## src/rtl/pfd_pkg.sv

```systemverilog
package pfd_pkg;

   typedef enum logic [1:0] {
      PEND_NONE = 2'b00,
      PEND_REF  = 2'b01,
      PEND_FB   = 2'b10
   } pend_e;

   typedef struct packed {
      logic hi;
      logic lo;
      logic en;
   } pump_t;

   function automatic int bits_for(input int v);
      return (v < 2) ? 1 : $clog2(v + 1);
   endfunction

endpackage

```

## src/rtl/pfd_chan_core.sv

```systemverilog
module pfd_chan_core
   import pfd_pkg::*;
#(
   parameter int MIN_PULSE  = 1,
   parameter int UNLOCK_WIN = 4,
   localparam int ERRW      = bits_for(UNLOCK_WIN + 1)
) (
   input  logic            clk,
   input  logic            rst_n,
   input  logic            run,
   input  logic            pol,
   input  logic            ref_p,
   input  logic            fb_p,
   output pump_t           pump,
   output logic            cmp_stb,
   output logic [ERRW-1:0] cmp_err,
   output logic            wait_act,
   output logic [ERRW-1:0] wait_err
);

   localparam logic [ERRW-1:0] AGE_MAX = ERRW'(UNLOCK_WIN);

   pend_e           pend_q, pend_d;
   logic [ERRW-1:0] age_q, age_d;
   logic            skip_q, skip_d;
   logic            have_ref, have_fb, done;
   logic            waiting, active, lead, lag, bal_on;

   assign have_ref = (pend_q == PEND_REF) | ref_p;
   assign have_fb  = (pend_q == PEND_FB) | fb_p;
   assign done     = have_ref & have_fb;
   assign waiting  = (pend_q != PEND_NONE);
   assign active   = run & ~skip_q;
   assign lead     = (pend_q == PEND_REF);
   assign lag      = (pend_q == PEND_FB);

   always_comb begin
      pend_d = pend_q;
      age_d  = age_q;
      skip_d = skip_q;
      if (!run) begin
         pend_d = PEND_NONE;
         age_d  = '0;
         skip_d = 1'b1;
      end else if (done) begin
         pend_d = PEND_NONE;
         age_d  = '0;
         skip_d = 1'b0;
      end else if (!waiting) begin
         if (ref_p)     pend_d = PEND_REF;
         else if (fb_p) pend_d = PEND_FB;
         age_d = '0;
      end else if (age_q < AGE_MAX) begin
         age_d = age_q + 1'b1;
      end
   end

   always_ff @(posedge clk or negedge rst_n) begin
      if (!rst_n) begin
         pend_q <= PEND_NONE;
         age_q  <= '0;
         skip_q <= 1'b1;
      end else begin
         pend_q <= pend_d;
         age_q  <= age_d;
         skip_q <= skip_d;
      end
   end

   assign wait_err = age_q + 1'b1;
   assign cmp_err  = waiting ? wait_err : '0;
   assign cmp_stb  = active & done;
   assign wait_act = active & waiting;

   generate
      if (MIN_PULSE > 0) begin : g_bal
         localparam int BW = bits_for(MIN_PULSE);
         logic [BW-1:0] bal_q;
         always_ff @(posedge clk or negedge rst_n) begin
            if (!rst_n)            bal_q <= '0;
            else if (!run)         bal_q <= '0;
            else if (cmp_stb)      bal_q <= BW'(MIN_PULSE);
            else if (bal_q != '0)  bal_q <= bal_q - 1'b1;
         end
         assign bal_on = (bal_q != '0);
      end else begin : g_nobal
         assign bal_on = 1'b0;
      end
   endgenerate

   assign pump.hi = active & ((pol ? lead : lag) | bal_on);
   assign pump.lo = active & ((pol ? lag : lead) | bal_on);
   assign pump.en = pump.hi | pump.lo;

endmodule

```

## src/rtl/pfd_lock_qual.sv

```systemverilog
module pfd_lock_qual
   import pfd_pkg::*;
#(
   parameter int LOCK_WIN    = 2,
   parameter int UNLOCK_WIN  = 4,
   parameter int LOCK_CYCLES = 3,
   localparam int ERRW       = bits_for(UNLOCK_WIN + 1),
   localparam int GW         = bits_for(LOCK_CYCLES)
) (
   input  logic            clk,
   input  logic            rst_n,
   input  logic            run,
   input  logic            cmp_stb,
   input  logic [ERRW-1:0] cmp_err,
   input  logic            wait_act,
   input  logic [ERRW-1:0] wait_err,
   output logic            locked
);

   localparam logic [ERRW-1:0] LWIN  = ERRW'(LOCK_WIN);
   localparam logic [ERRW-1:0] UWIN  = ERRW'(UNLOCK_WIN);
   localparam logic [GW-1:0]   GMAX  = GW'(LOCK_CYCLES);
   localparam logic [GW-1:0]   GLAST = GW'(LOCK_CYCLES - 1);

   logic [GW-1:0] good_q;

   always_ff @(posedge clk or negedge rst_n) begin
      if (!rst_n) begin
         good_q <= '0;
         locked <= 1'b0;
      end else if (!run) begin
         good_q <= '0;
         locked <= 1'b0;
      end else if (wait_act && (wait_err >= UWIN)) begin
         good_q <= '0;
         locked <= 1'b0;
      end else if (cmp_stb) begin
         if (cmp_err <= LWIN) begin
            if (good_q < GMAX)   good_q <= good_q + 1'b1;
            if (good_q >= GLAST) locked <= 1'b1;
         end else begin
            good_q <= '0;
         end
      end
   end

endmodule

```

## src/rtl/pfd_status_sel.sv

```systemverilog
module pfd_status_sel #(
   parameter int NCH   = 2,
   localparam int CW   = $clog2(NCH),
   localparam int SELW = CW + 1
) (
   input  logic [NCH-1:0]  lock_rep,
   input  logic [NCH-1:0]  ref_p,
   input  logic [NCH-1:0]  fb_p,
   input  logic            mon_sel,
   input  logic [SELW-1:0] tst_sel,
   output logic            lock_all,
   output logic            status
);

   logic [CW-1:0] ch;
   logic          use_fb;
   logic          mon;

   assign ch       = tst_sel[CW-1:0];
   assign use_fb   = tst_sel[SELW-1];
   assign mon      = use_fb ? fb_p[ch] : ref_p[ch];
   assign lock_all = &lock_rep;
   assign status   = mon_sel ? mon : lock_all;

endmodule

```

## src/rtl/pfd_dual_lock.sv

```systemverilog
module pfd_dual_lock
   import pfd_pkg::*;
#(
   parameter int NCH         = 2,
   parameter int LOCK_WIN    = 2,
   parameter int UNLOCK_WIN  = 4,
   parameter int LOCK_CYCLES = 3,
   parameter int MIN_PULSE   = 1,
   localparam int SELW       = $clog2(NCH) + 1
) (
   input  logic            clk,
   input  logic            rst_n,
   input  logic [NCH-1:0]  chan_run,
   input  logic [NCH-1:0]  chan_pol,
   input  logic [NCH-1:0]  ref_pulse,
   input  logic [NCH-1:0]  fb_pulse,
   input  logic            mon_sel,
   input  logic [SELW-1:0] tst_sel,
   output logic [NCH-1:0]  pump_hi,
   output logic [NCH-1:0]  pump_lo,
   output logic [NCH-1:0]  pump_en,
   output logic [NCH-1:0]  lock_chan,
   output logic            lock_all,
   output logic            status
);

   localparam int ERRW = bits_for(UNLOCK_WIN + 1);

   generate
      if (NCH < 2 || (NCH & (NCH - 1)) != 0) begin : g_bad_nch
         $error("NCH must be a power of two and at least 2");
      end
      if (LOCK_WIN < 0 || LOCK_WIN >= UNLOCK_WIN) begin : g_bad_win
         $error("LOCK_WIN must be below UNLOCK_WIN");
      end
      if (LOCK_CYCLES < 1) begin : g_bad_qual
         $error("LOCK_CYCLES must be at least 1");
      end
      if (MIN_PULSE < 0) begin : g_bad_pulse
         $error("MIN_PULSE must not be negative");
      end
   endgenerate

   logic [NCH-1:0] lock_rep;

   generate
      for (genvar c = 0; c < NCH; c++) begin : g_ch
         pump_t           pump;
         logic            cmp_stb, wait_act, locked;
         logic [ERRW-1:0] cmp_err, wait_err;

         pfd_chan_core #(
            .MIN_PULSE (MIN_PULSE),
            .UNLOCK_WIN(UNLOCK_WIN)
         ) u_core (
            .clk     (clk),
            .rst_n   (rst_n),
            .run     (chan_run[c]),
            .pol     (chan_pol[c]),
            .ref_p   (ref_pulse[c]),
            .fb_p    (fb_pulse[c]),
            .pump    (pump),
            .cmp_stb (cmp_stb),
            .cmp_err (cmp_err),
            .wait_act(wait_act),
            .wait_err(wait_err)
         );

         pfd_lock_qual #(
            .LOCK_WIN   (LOCK_WIN),
            .UNLOCK_WIN (UNLOCK_WIN),
            .LOCK_CYCLES(LOCK_CYCLES)
         ) u_qual (
            .clk     (clk),
            .rst_n   (rst_n),
            .run     (chan_run[c]),
            .cmp_stb (cmp_stb),
            .cmp_err (cmp_err),
            .wait_act(wait_act),
            .wait_err(wait_err),
            .locked  (locked)
         );

         assign pump_hi[c]  = pump.hi;
         assign pump_lo[c]  = pump.lo;
         assign pump_en[c]  = pump.en;
         assign lock_rep[c] = ~chan_run[c] | locked;
      end
   endgenerate

   assign lock_chan = lock_rep;

   pfd_status_sel #(.NCH(NCH)) u_sel (
      .lock_rep(lock_rep),
      .ref_p   (ref_pulse),
      .fb_p    (fb_pulse),
      .mon_sel (mon_sel),
      .tst_sel (tst_sel),
      .lock_all(lock_all),
      .status  (status)
   );

endmodule

```

## config.mk

```make
export PLATFORM = sky130hd
export DESIGN_NAME = pfd_dual_lock
export DESIGN_NICKNAME = d
export VERILOG_FILES = /design/src/rtl/pfd_pkg.sv /design/src/rtl/pfd_chan_core.sv /design/src/rtl/pfd_lock_qual.sv /design/src/rtl/pfd_status_sel.sv /design/src/rtl/pfd_dual_lock.sv
export SDC_FILE = /design/constraint.sdc
export NUM_CORES = 1
export LEC_CHECK = 0
export BUFFER_PORTS_ARGS = -buffer_cell sky130_fd_sc_hd__buf_2
export CAP_MARGIN = 20
export CORE_ASPECT_RATIO = 0.75
export CORE_MARGIN = 2
export CORE_UTILIZATION = 45
export CTS_CLUSTER_SIZE = 28
export DETAILED_ROUTE_END_ITERATION = 16
export GPL_TIMING_DRIVEN = 0
export PLACE_DENSITY = 0.66
export REMOVE_ABC_BUFFERS = 1
export SLEW_MARGIN = 20
export SYNTH_ARGS = -nofsm -noshare
export SYNTH_HDL_FRONTEND = slang
export SYNTH_HIERARCHICAL = 1
export SYNTH_SLANG_ARGS = --single-unit
```

## constraint.sdc

```tcl
create_clock -name clk -period 1.9 [get_ports clk]
set_input_delay 0.19 -clock clk [delete_from_list [all_inputs] [get_ports clk]]
set_output_delay 0.19 -clock clk [all_outputs]
set_load 0.03 [all_outputs]
```

; Word-level counts from Yosys, hierarchy flattened
; Index checks and enable logic that the tools add are counted.
[word_totals]
reg_bits = 20
input_bits = 13
out_inout_bits = 10
wordCells = 148
[classes]
n_addsub = 6
magnitude_cmp = 11
n_eq_ne = 20
mux = 60
n_bitwise = 28
n_reduce_logical = 11
[ops]
columns = operator, n
row1 = $mux 2, 20
row2 = $mux 1, 30
row3 = $mux 3, 10
row4 = $ne 3x1->1 const B, 6
row5 = $ne 4x3->1 const B, 4
row6 = $and 1x1->1, 12
row7 = $or 1x1->1, 12
row8 = $reduce_and 2->1, 5
row9 = $ne 4x1->1 const B, 2
row10 = $add 3x1->3 const B, 2
row11 = $ge 3x3->1 const B, 2
row12 = $le 3x2->1 const B, 2
row13 = $lt 3x3->1 const B, 2
row14 = $ne 3x2->1 const B, 2
row15 = $reduce_and 3->1, 2
row16 = $add 2x1->2 const B, 2
row17 = $eq 2x1->1 const B, 2
row18 = $eq 2x2->1 const B, 2
row19 = $ge 2x2->1 const B, 2
row20 = $lt 2x2->1 const B, 2
row21 = $ne 2x1->1 const B, 2
row22 = $not 1->1, 4
row23 = $reduce_bool 2->1, 2
row24 = $logic_and 1x1->1, 2
row25 = 2 further kinds, 3

; Logic depth before layout (Yosys ltp)
; Gate-level depths: netlist of run 1.
[depth]
ltp_word = 7
depth_mapped = 6
depth_no_buf = 6

; By module
; Netlist of run 1, hierarchy kept.
[by_module_without_submodules]
columns = module, n_inst, cells_each, area_per_inst_um2, seq_area_each_um2
row1 = pfd_chan_core, 2, 49, 430.4, 176.4
row2 = pfd_lock_qual, 2, 20, 196.4, 75.1
row3 = pfd_status_sel, 1, 3, 43.8, 0.0
row4 = pfd_dual_lock, 1, 2, 12.5, 0.0

; Least setup slack after synthesis of run 1
; Ideal clock, no wire load.
[synth_timing]
path_type = register -> output
startpoint = register g_ch[0].u_qual.locked
endpoint = output status
t_arrival_ns = 1.343
required_time_ns = 1.710
slack_ns = 0.367
stages_incl_launch_ff = 4
path_buffers = 0
cell_sequence = dfrtp_1 > nand2b_1 > and2_1 > mux2_4
[synth_via]
elab_chain_cells = 3
[synth_rtl]
columns = element, line
row1 = start: declaration, pfd_lock_qual.sv:17  ; output logic locked
row2 = start signal: assignment, pfd_lock_qual.sv:30  ; locked <= 1'b0;
row3 = start signal: assignment, pfd_lock_qual.sv:33  ; locked <= 1'b0;
row4 = start signal: assignment, pfd_lock_qual.sv:36  ; locked <= 1'b0;
row5 = $or 1x1->1, pfd_dual_lock.sv:87  ; assign lock_rep[c] = ~chan_run[c] | locked;
row6 = named net lock_chan[0], pfd_dual_lock.sv:22  ; output logic [NCH-1:0] lock_chan,
row7 = $reduce_and 2->1, pfd_status_sel.sv:22  ; assign lock_all = &lock_rep;
row8 = named net lock_all, pfd_dual_lock.sv:23  ; output logic lock_all,
row9 = $mux 1, pfd_status_sel.sv:23  ; assign status = mon_sel ? mon : lock_all;
row10 = end: declaration, pfd_dual_lock.sv:24  ; output logic status
; The timed path passes the listed nets, and every way through them passes these cells.

; Worst setup path after layout of run 1
[layout_timing]
startpoint = register g_ch[1].u_qual.locked
endpoint = output status
[layout_via]
elab_chain_cells = 3
[layout_rtl]
columns = element, line
row1 = start: declaration, pfd_lock_qual.sv:17
row2 = start signal: assignment, pfd_lock_qual.sv:30
row3 = start signal: assignment, pfd_lock_qual.sv:33
row4 = start signal: assignment, pfd_lock_qual.sv:36
row5 = $or 1x1->1, pfd_dual_lock.sv:87
row6 = $reduce_and 2->1, pfd_status_sel.sv:22
row7 = $mux 1, pfd_status_sel.sv:23
; No other way between the ends.

==> reports/qor.csv, run 1 <==
stage,metric,value,unit
worst_setup_path,crit end category,primary output,
cells_and_area,share of layout cells above drive strength 1,0.2500,
worst_setup_path,WP data required,1.71,ns
clocking,Worst-path clk slew,0.08,ns
place,input/output buffers,22,
logic_synthesis,mapped cell area,1302,µm²
clocking,CTS tree,built,
cells_and_area,Final Cell Area,1523,µm²
outcome,outcome,finished clean,
flow_run,max-cap viol count,0,
clocking,"Clk Latency, worst-skew pair",0.26,ns
worst_setup_path,critical path launch point type,flip-flop,
logic_synthesis,Syn Inst Count,141,
clocking,Clock Path Buffers,2,
cells_and_area,area of the multi-input gates,754.5,µm²
logic_synthesis,Avg Inst Size Synth,9.238,µm²
clocking,Post-CTS Resized,0,
clocking,setup repair bufs after CTS,0,
cells_and_area,# fillers,234,
global_route,first-pass GRT wire length,4236,µm
worst_setup_path,Crit Path Class,reg -> out,
timing,worst slew pin tran,0.4532,ns
clocking,total clock buffers created by CTS,3,
die,IO Count,23,
logic_synthesis,warnings from Yosys,6,
clocking,H-Tree Depth,1,
clocking,CTS sink cnt,20,
die,Die ar.,3345,µm²
min_path,Hold Crit Class,in -> reg,
timing,Period minus WS final,1.623,ns
cells_and_area,most frequent cells in the layout,"22 x buf_2, 20 x nor2_1, 18 x dfrtp_1, 12 x inv_1, 12 x a21oi_1",
die,# rows,16,
power,Leak,0.7356,nW
global_route,gr ovfl total,0,
power,Worst VDD drop,0.0003450,V
cells_and_area,Post-layout nets,188,
drt,Initial DRT Pass Iterations,4,
worst_setup_path,Worst Path Arrival,1.43,ns
drt,Iter 0 DRT Violations,48,
place,post-place instance area,1458,µm²
die,Horiz. Die Dim,66.12,µm
worst_setup_path,"critical path fanouts, max",2,
timing,Relative slew margins,0.6979,
timing,final cycle utilization of the critical path,0.8540,
die,CORE AREA,2683,µm²
global_route,largest net degree at the start of global routing,21,
drt,vias per std cell,5.118,
global_route,vias in the first global route,958,
drt,via count,1044,
cells_and_area,"most common cell after layout, fill and taps aside",buf_2,
timing,Fmax achieved,0.6163,GHz
timing,final hold viol count,0,
timing,"Setup violations, final",0,
global_route,gr usage total,0.1645,
drt,post-route ant nets,0,
cells_and_area,area grow syn2layout,16.91,%
die,die height,50.59,µm
timing,setup_tns,0,ns
drt,Routed WL per cell,12.34,µm
drt,# DRC,0,
global_route,number of antenna violations at the first check in global routing,0,
place,Detailed Place HPWL,1939,µm
timing,skew final,0.01158,ns
die,starting density of the core,0.4855,
place,Routability Congestion,0.8243,
cells_and_area,storage element area,503.0,µm²
cells_and_area,n_diodes,0,
clocking,Root Buffer,clkbuf_8,
power,P per Cell Area,613.3,nW/µm²
drt,WL final,2518,µm
timing,Slew Limit Fails,0,
timing,RSZ-0062 raised after global routing,no,
==> area by class of cell <==
cell class	instances	share of cell area
Multi-Input combinational cell	109	0.4955
Sequential cell	20	0.3303
Timing Repair Buffer	23	0.07888
Clock buffer	4	0.03615
Inverter	12	0.02958
Tap cell	36	0.02958
==> path summary, 6_finish.rpt <==
path	start	end	slack [ns]	cells after the start
setup / recovery	g_ch[1].u_qual/locked	status	0.28	4
min in group asynchronous	rst_n	g_ch[1].u_qual/locked	0.40	2
setup reg to reg	g_ch[0].u_core/pend_q[1]	g_ch[0].u_qual/good_q[0]	0.29	5
hold reg to reg	g_ch[0].u_qual/locked	g_ch[0].u_qual/locked	0.52	2
max in group asynchronous	rst_n	g_ch[1].u_core/skip_q	1.16	2
hold / removal	chan_run[0]	g_ch[0].u_core/pend_q[0]	0.24	3
==> per-stage QoR <==
| step | util | hold slack (ns) | total power [mW] | worst slack (ns) | std cells |
|---|---|---|---|---|---|
| global placement | 0.5434 | 0.1639 | 0.6121 | 0.3780 | 199 |
| finish | 0.5676 | 0.2425 | 0.9338 | 0.2774 | 204 |
| CTS | 0.5676 | 0.2321 | 0.9457 | 0.2506 | 204 |
| floorplan | - | -0.1056 | 0.5616 | 0.3665 | 141 |
| global route | 0.5676 | 0.2441 | 0.9898 | 0.1299 | 204 |
| detailed placement | 0.5434 | 0.1708 | 0.6176 | 0.3368 | 199 |
==> timing repair <==
| action | CTS | global route |
|---|---|---|
| hold buffers | 1 | 0 |
| endpoints found under the hold margin | 18 | 0 |
| setup endpoints to repair | 0 | 0 |
==> layer usage <==
| metal | track usage | routed length [µm] | up-vias |
|---|---|---|---|
| met5 | 0 | 0 | - |
| met4 | 0.03061 | 8 | 0 |
| li1 | - | - | 543 |
| met1 | 0.2362 | 1296 | 481 |
| met3 | 0.04933 | 115 | 2 |
| met2 | 0.2467 | 1098 | 18 |
==> worst max-delay path: stages, from the launching register on <==
cell,delay (ns)
dfrtp_1,0.39
nand2b_1,0.17
and2_1,0.17
mux2_4,0.26
buf_2,0.17
==> power by group <==
| group | switching (mW) | total [mW] | internal, mW |
|---|---|---|---|
| clock | 0.139 | 0.323 | 0.184 |
| combinational | 0.0914 | 0.154 | 0.0624 |
| sequential | 0.0160 | 0.457 | 0.441 |
==> sequential cells by signal, summed over array words and instances (netlist names) <==
register / count
g_ch.u_core/age_q: 6
g_ch.u_qual/locked: 2
g_ch.u_core/pend_q: 4
g_ch.u_qual/good_q: 4
g_ch.u_core/bal_on: 2
g_ch.u_core/skip_q: 2
Power figures use the tool's default switching activity.
==> run 2, diff against run 1 <==
- CORE_UTILIZATION: 45 -> 55
- PLACE_DENSITY: 0.66 -> 0.79
==> run 2 against run 1 <==
Worst setup slack lost 0.061 ns. Maximum frequency decreased by 3.6%. Total power fell by 8.0%. Combinational power about the same. Worst hold slack lost 0.075 ns. Utilization up 9.4 points. Non-clock buffer count is the same. Critical path depth did not move. Global-route usage increased by 4.4 points. Critical path type unchanged. Critical endpoint is now pump_lo[1].
==> reports/qor.csv, run 2 (same netlist as run 1, synthesis figures left out) <==
stage,metric,value,unit
outcome,outcome,finished clean,
global_route,number of antenna violations at the first check in global routing,0,
timing,skew final,0.01592,ns
clocking,Root Buffer,clkbuf_4,
timing,Relative slew margins,0.7020,
worst_setup_path,slowest CP cell,dfrtp_1,
cells_and_area,Top Registers,"g_ch.u_core/age_q: 6 flops, g_ch.u_core/pend_q: 4 flops, g_ch.u_qual/good_q: 4 flops",
worst_setup_path,Worst Setup SP,g_ch[1].u_core/pend_q[1],
die,# rows,15,
die,Horiz. Die Dim,60.19,µm
timing,Slew Limit Fails,0,
clocking,total clock buffers created by CTS,3,
cells_and_area,max FFs per register,6,
global_route,largest net degree at the start of global routing,21,
place,input/output buffers,22,
cells_and_area,Finished Core Util,0.6612,
worst_setup_path,crit end category,primary output,
die,IO Count,23,
worst_setup_path,critical path launch point type,flip-flop,
min_path,hold path start,chan_run[1],
drt,Initial DRT Pass Iterations,4,
clocking,CTS Hold Buffers Added,1,
clocking,H-Tree Depth,1,
worst_setup_path,Worst Path Arrival,1.49,ns
place,Routability Congestion,0.7736,
timing,RSZ-0062 raised after global routing,no,
cells_and_area,most frequent cells in the layout,"22 x buf_2, 20 x nor2_1, 18 x dfrtp_1, 12 x inv_1, 12 x a21oi_1",
timing,"Setup violations, final",0,
clocking,CTS tree,built,
drt,vias per std cell,5.223,
clocking,Worst-path clk slew,0.12,ns
drt,Routed WL per cell,12.30,µm
timing,min setup slack post-route,0.2164,ns
worst_setup_path,Critical Path Max Stage Delay,0.48,ns
cells_and_area,"most common cell after layout, fill and taps aside",buf_2,
worst_setup_path,WP data required,1.71,ns
die,CORE AREA,2271,µm²
drt,# DRC,0,
power,P per Cell Area,572.3,nW/µm²
flow_run,max-cap viol count,0,
timing,final hold viol count,0,
worst_setup_path,FF-to-FF Start,g_ch[1].u_core/age_q[0],
cells_and_area,area grow syn2layout,15.27,%
clocking,setup repair bufs after CTS,0,
die,die height,46.15,µm
die,Die ar.,2777,µm²
place,Setup WS pre-CTS,0.3000,ns
timing,Fmax achieved,0.5940,GHz
timing,Period minus WS final,1.684,ns
clocking,"Clk Latency, worst-skew pair",0.31,ns
cells_and_area,area of the multi-input gates,754.5,µm²
die,starting density of the core,0.5736,
cells_and_area,n_diodes,0,
global_route,gr usage total,0.2083,
drt,WL final,2485,µm
cells_and_area,share of layout cells above drive strength 1,0.2500,
cells_and_area,Top reg by flops,g_ch.u_core/age_q,
cells_and_area,# fillers,192,
power,Worst VDD drop,0.0004705,V
timing,worst slew pin tran,0.4471,ns
worst_setup_path,"critical path fanouts, max",8,
cells_and_area,Post-layout nets,188,
drt,post-route ant nets,0,
timing,setup_tns,0,ns
clocking,CTS sink cnt,20,
min_path,Hold Crit Class,in -> reg,
clocking,Clock Path Buffers,2,
global_route,first-pass GRT wire length,4133,µm
power,Leak,0.7278,nW
drt,Iter 0 DRT Violations,39,
drt,via count,1055,
worst_setup_path,Crit Path Class,reg -> out,
clocking,Post-CTS Resized,0,
global_route,gr ovfl total,0,
global_route,vias in the first global route,961,
worst_setup_path,critical-path cell list,nor2b_4 > a221oi_1 > nor2_1 > buf_2,
cells_and_area,storage element area,503.0,µm²
place,Detailed Place HPWL,1921,µm
timing,final cycle utilization of the critical path,0.8861,
-- run 2: worst paths after layout --
check,endpoint,slack [ns],cells past startpoint
max,pump_lo[1],0.22,4
max in group asynchronous,g_ch[1].u_core/skip_q,1.22,2
min in group asynchronous,g_ch[1].u_core/age_q[0],0.34,2
max reg2reg,g_ch[1].u_qual/good_q[0],0.27,6
min,g_ch[1].u_core/pend_q[0],0.17,3
min reg2reg,g_ch[0].u_qual/locked,0.51,2
-- run 2: critical path: cells and delay by family (launching register included) --
kind / cells / cell delay, ns
compound gates: 1 / 0.29
buf+inv: 1 / 0.18
flops: 1 / 0.48
simple gates: 2 / 0.24
-- run 2: report_power, final --
group / switching, mW / internal [mW] / total (mW)
registers: 0.0162 / 0.441 / 0.457
clock network: 0.132 / 0.117 / 0.249
logic: 0.0904 / 0.0625 / 0.153
total: 0.239 / 0.621 / 0.859
-- run 2: layer usage --
metal  vias up  GRT usage  wire length (µm)
li1        543          -                 -
met3         4    0.05899               111
met2        24     0.3239              1136
met1       484     0.2721              1197
met5         -          0                 0
met4         0    0.09333                40
-- run 2: per-stage QoR --
| step | area, µm² | hold slack [ns] | std cells | power [mW] |
|---|---|---|---|---|
| after floorplan | 1303 | -0.1056 | 141 | 0.5616 |
| after global placement | 1455 | 0.1586 | 197 | 0.6103 |
| after detailed placement | 1455 | 0.1635 | 197 | 0.6168 |
| after CTS | 1501 | 0.1609 | 202 | 0.8689 |
| after global routing | 1501 | 0.1786 | 202 | 0.9120 |
| final | 1501 | 0.1676 | 202 | 0.8593 |
-- run 2: cell type report --
cell class | count | share of cell area
Timing Repair Buffer | 23 | 0.08000
Inverter | 12 | 0.03000
Multi-Input combinational cell | 109 | 0.5025
Tap cell | 34 | 0.02833
Sequential cell | 20 | 0.3350
Clock buffer | 4 | 0.02417
==> run 3, diff against run 2 <==
- CORE_UTILIZATION: 55 -> 30
- PLACE_DENSITY: 0.79 -> not set
==> run 3 against run 2 <==
Maximum frequency up 5.0%. Die area up 76%. Clock-buffer cell count is the same. Flip-flop and latch count unchanged. Via count is 3.3% lower. Wire length up 1.5%. Sequential share of layout area fell by 0.76 points. Utilization down 29 points. Clock power up 15%. Final cell count is 10% higher. Clock skew fell by 0.0095 ns. Combinational power about the same. Largest power group unchanged.
==> reports/qor.csv, run 3 (same netlist as run 1, synthesis figures left out) <==
stage,metric,value,unit
cells_and_area,"most common cell after layout, fill and taps aside",buf_2,
global_route,gr usage total,0.1216,
power,Leak,0.7296,nW
power,internal power,0.6527,mW
timing,Period minus WS final,1.603,ns
clocking,H-Tree Depth,1,
power,P per Cell Area,583.7,nW/µm²
worst_setup_path,crit end category,primary output,
flow_run,max-cap viol count,0,
drt,Iter 0 DRT Violations,45,
worst_setup_path,WP data required,1.71,ns
global_route,vias in the first global route,989,
timing,skew final,0.006431,ns
worst_setup_path,Worst Path Arrival,1.41,ns
timing,"Setup violations, final",0,
worst_setup_path,"critical path fanouts, max",8,
timing,Relative slew margins,0.7019,
power,Psw,0.2441,mW
global_route,gr ovfl total,0,
clocking,"Clk Latency, worst-skew pair",0.26,ns
power,clock network fraction of total power,0.319,
timing,worst slew pin tran,0.4472,ns
global_route,largest net degree at the start of global routing,21,
die,starting density of the core,0.3174,
die,Horiz. Die Dim,80.09,µm
min_path,Hold Crit Class,in -> reg,
global_route,first-pass GRT wire length,4512,µm
outcome,outcome,finished clean,
timing,final cycle utilization of the critical path,0.8438,
timing,Slew Limit Fails,0,
cells_and_area,share of layout cells above drive strength 1,0.2440,
drt,Routed WL per cell,11.31,µm
drt,vias per std cell,4.574,
worst_setup_path,Crit Path Class,reg -> out,
place,Detailed Place HPWL,2003,µm
place,input/output buffers,22,
timing,RSZ-0062 raised after global routing,no,
cells_and_area,Top reg by flops,g_ch.u_core/age_q,
die,IO Count,23,
timing,Fmax achieved,0.6237,GHz
clocking,Worst-path clk slew,0.07,ns
cells_and_area,max FFs per register,6,
clocking,CTS sink cnt,20,
power,Sequential Power Share,0.509,
drt,WL final,2522,µm
cells_and_area,n_diodes,0,
worst_setup_path,critical path launch point type,flip-flop,
drt,# DRC,0,
die,die height,61.07,µm
place,Placed Cells,218,
timing,final hold viol count,0,
clocking,CTS tree,built,
clocking,Clock Path Buffers,2,
power,switching part of the total power,0.2722,
power,power share of the combinational group,0.172,
drt,Initial DRT Pass Iterations,4,
timing,setup_tns,0,ns
place,Routability Congestion,0.7528,
cells_and_area,fin cells,223,
clocking,Post-CTS Resized,0,
power,Worst VDD drop,0.0002460,V
global_route,number of antenna violations at the first check in global routing,0,
die,Die ar.,4890,µm²
die,# rows,20,
drt,via count,1020,
clocking,Root Buffer,clkbuf_8,
clocking,total clock buffers created by CTS,3,
die,CORE AREA,4104,µm²
drt,post-route ant nets,0,
cells_and_area,area grow syn2layout,17.96,%
cells_and_area,most frequent cells in the layout,"22 x buf_2, 20 x nor2_1, 18 x dfrtp_1, 12 x inv_1, 12 x a21oi_1",
cells_and_area,Top Registers,"g_ch.u_core/age_q: 6 flops, g_ch.u_core/pend_q: 4 flops, g_ch.u_qual/good_q: 4 flops",
cells_and_area,Post-layout nets,188,
==> run 3: path summary, 6_finish.rpt <==
check	startpoint	endpoint	slack, ns	depth (start not counted)
max in group asynchronous	rst_n	g_ch[1].u_core/skip_q	1.15	2
worst max-delay path	g_ch[0].u_core/pend_q[1]	pump_lo[0]	0.30	4
min in group asynchronous	rst_n	g_ch[0].u_qual/good_q[1]	0.40	2
worst max register to register	g_ch[1].u_core/age_q[0]	g_ch[1].u_qual/good_q[1]	0.33	6
worst min-delay path	chan_run[1]	g_ch[1].u_core/pend_q[1]	0.25	3
worst min register to register	g_ch[1].u_qual/locked	g_ch[1].u_qual/locked	0.51	2
==> run 3: timing repair <==
| action | 4_1_cts | 5_1_grt |
|---|---|---|
| hold buffers | 1 | 0 |
| endpoints found under the setup margin | 0 | 0 |
| buffers inserted | 0 | 0 |
| hold endpoints to repair | 18 | 0 |
==> run 3: per-stage QoR <==
step	setup WS [ns]	hold slack, ns	instance area [µm²]	total power [mW]	util
2_1_floorplan	0.3665	-0.1056	1303	0.5616	-
3_3_place_gp	0.3250	0.1718	1481	0.6175	0.3610
3_5_place_dp	0.3143	0.1658	1481	0.6178	0.3610
4_1_cts	0.2677	0.2396	1536	0.9130	0.3744
5_1_grt	0.1649	0.2534	1536	0.9612	0.3744
6_report	0.2968	0.2514	1536	0.8968	0.3744
==> run 3: power by group through the flow <==
| stage | Clock (mW) | Sequential [mW] | Combinational (mW) |
|---|---|---|---|
| after floorplan | 0 | 0.461 | 0.101 |
| after global placement | 0 | 0.465 | 0.153 |
| after detailed placement | 0 | 0.465 | 0.153 |
| after CTS | 0.301 | 0.457 | 0.156 |
| after global routing | 0.327 | 0.459 | 0.175 |
| final | 0.286 | 0.457 | 0.154 |
==> run 3: cell type report <==
| type | instances | area, µm² |
|---|---|---|
| fill | 436 | 2567 |
| multi-input combinational | 109 | 754.5 |
| sequential | 20 | 503.0 |
| timing repair buffer | 23 | 120.1 |
| tap | 55 | 68.82 |
| clock buffer | 4 | 45.04 |
| inverter | 12 | 45.04 |
==> run 3: layer usage <==
| metal | track usage | vias up | routed length, µm |
|---|---|---|---|
| met2 | 0.1679 | 15 | 980 |
| met4 | 0.05085 | 0 | 44 |
| li1 | - | 541 | - |
| met5 | 0 | - | 0 |
| met3 | 0.03372 | 4 | 97 |
| met1 | 0.1793 | 460 | 1399 |
==> run 3: critical path: stages, from the launching register on <==
cell and delay [ns]:
dfrtp_1 0.45, nor2b_4 0.17, a221oi_1 0.30, nor2_1 0.06
buf_2 0.18
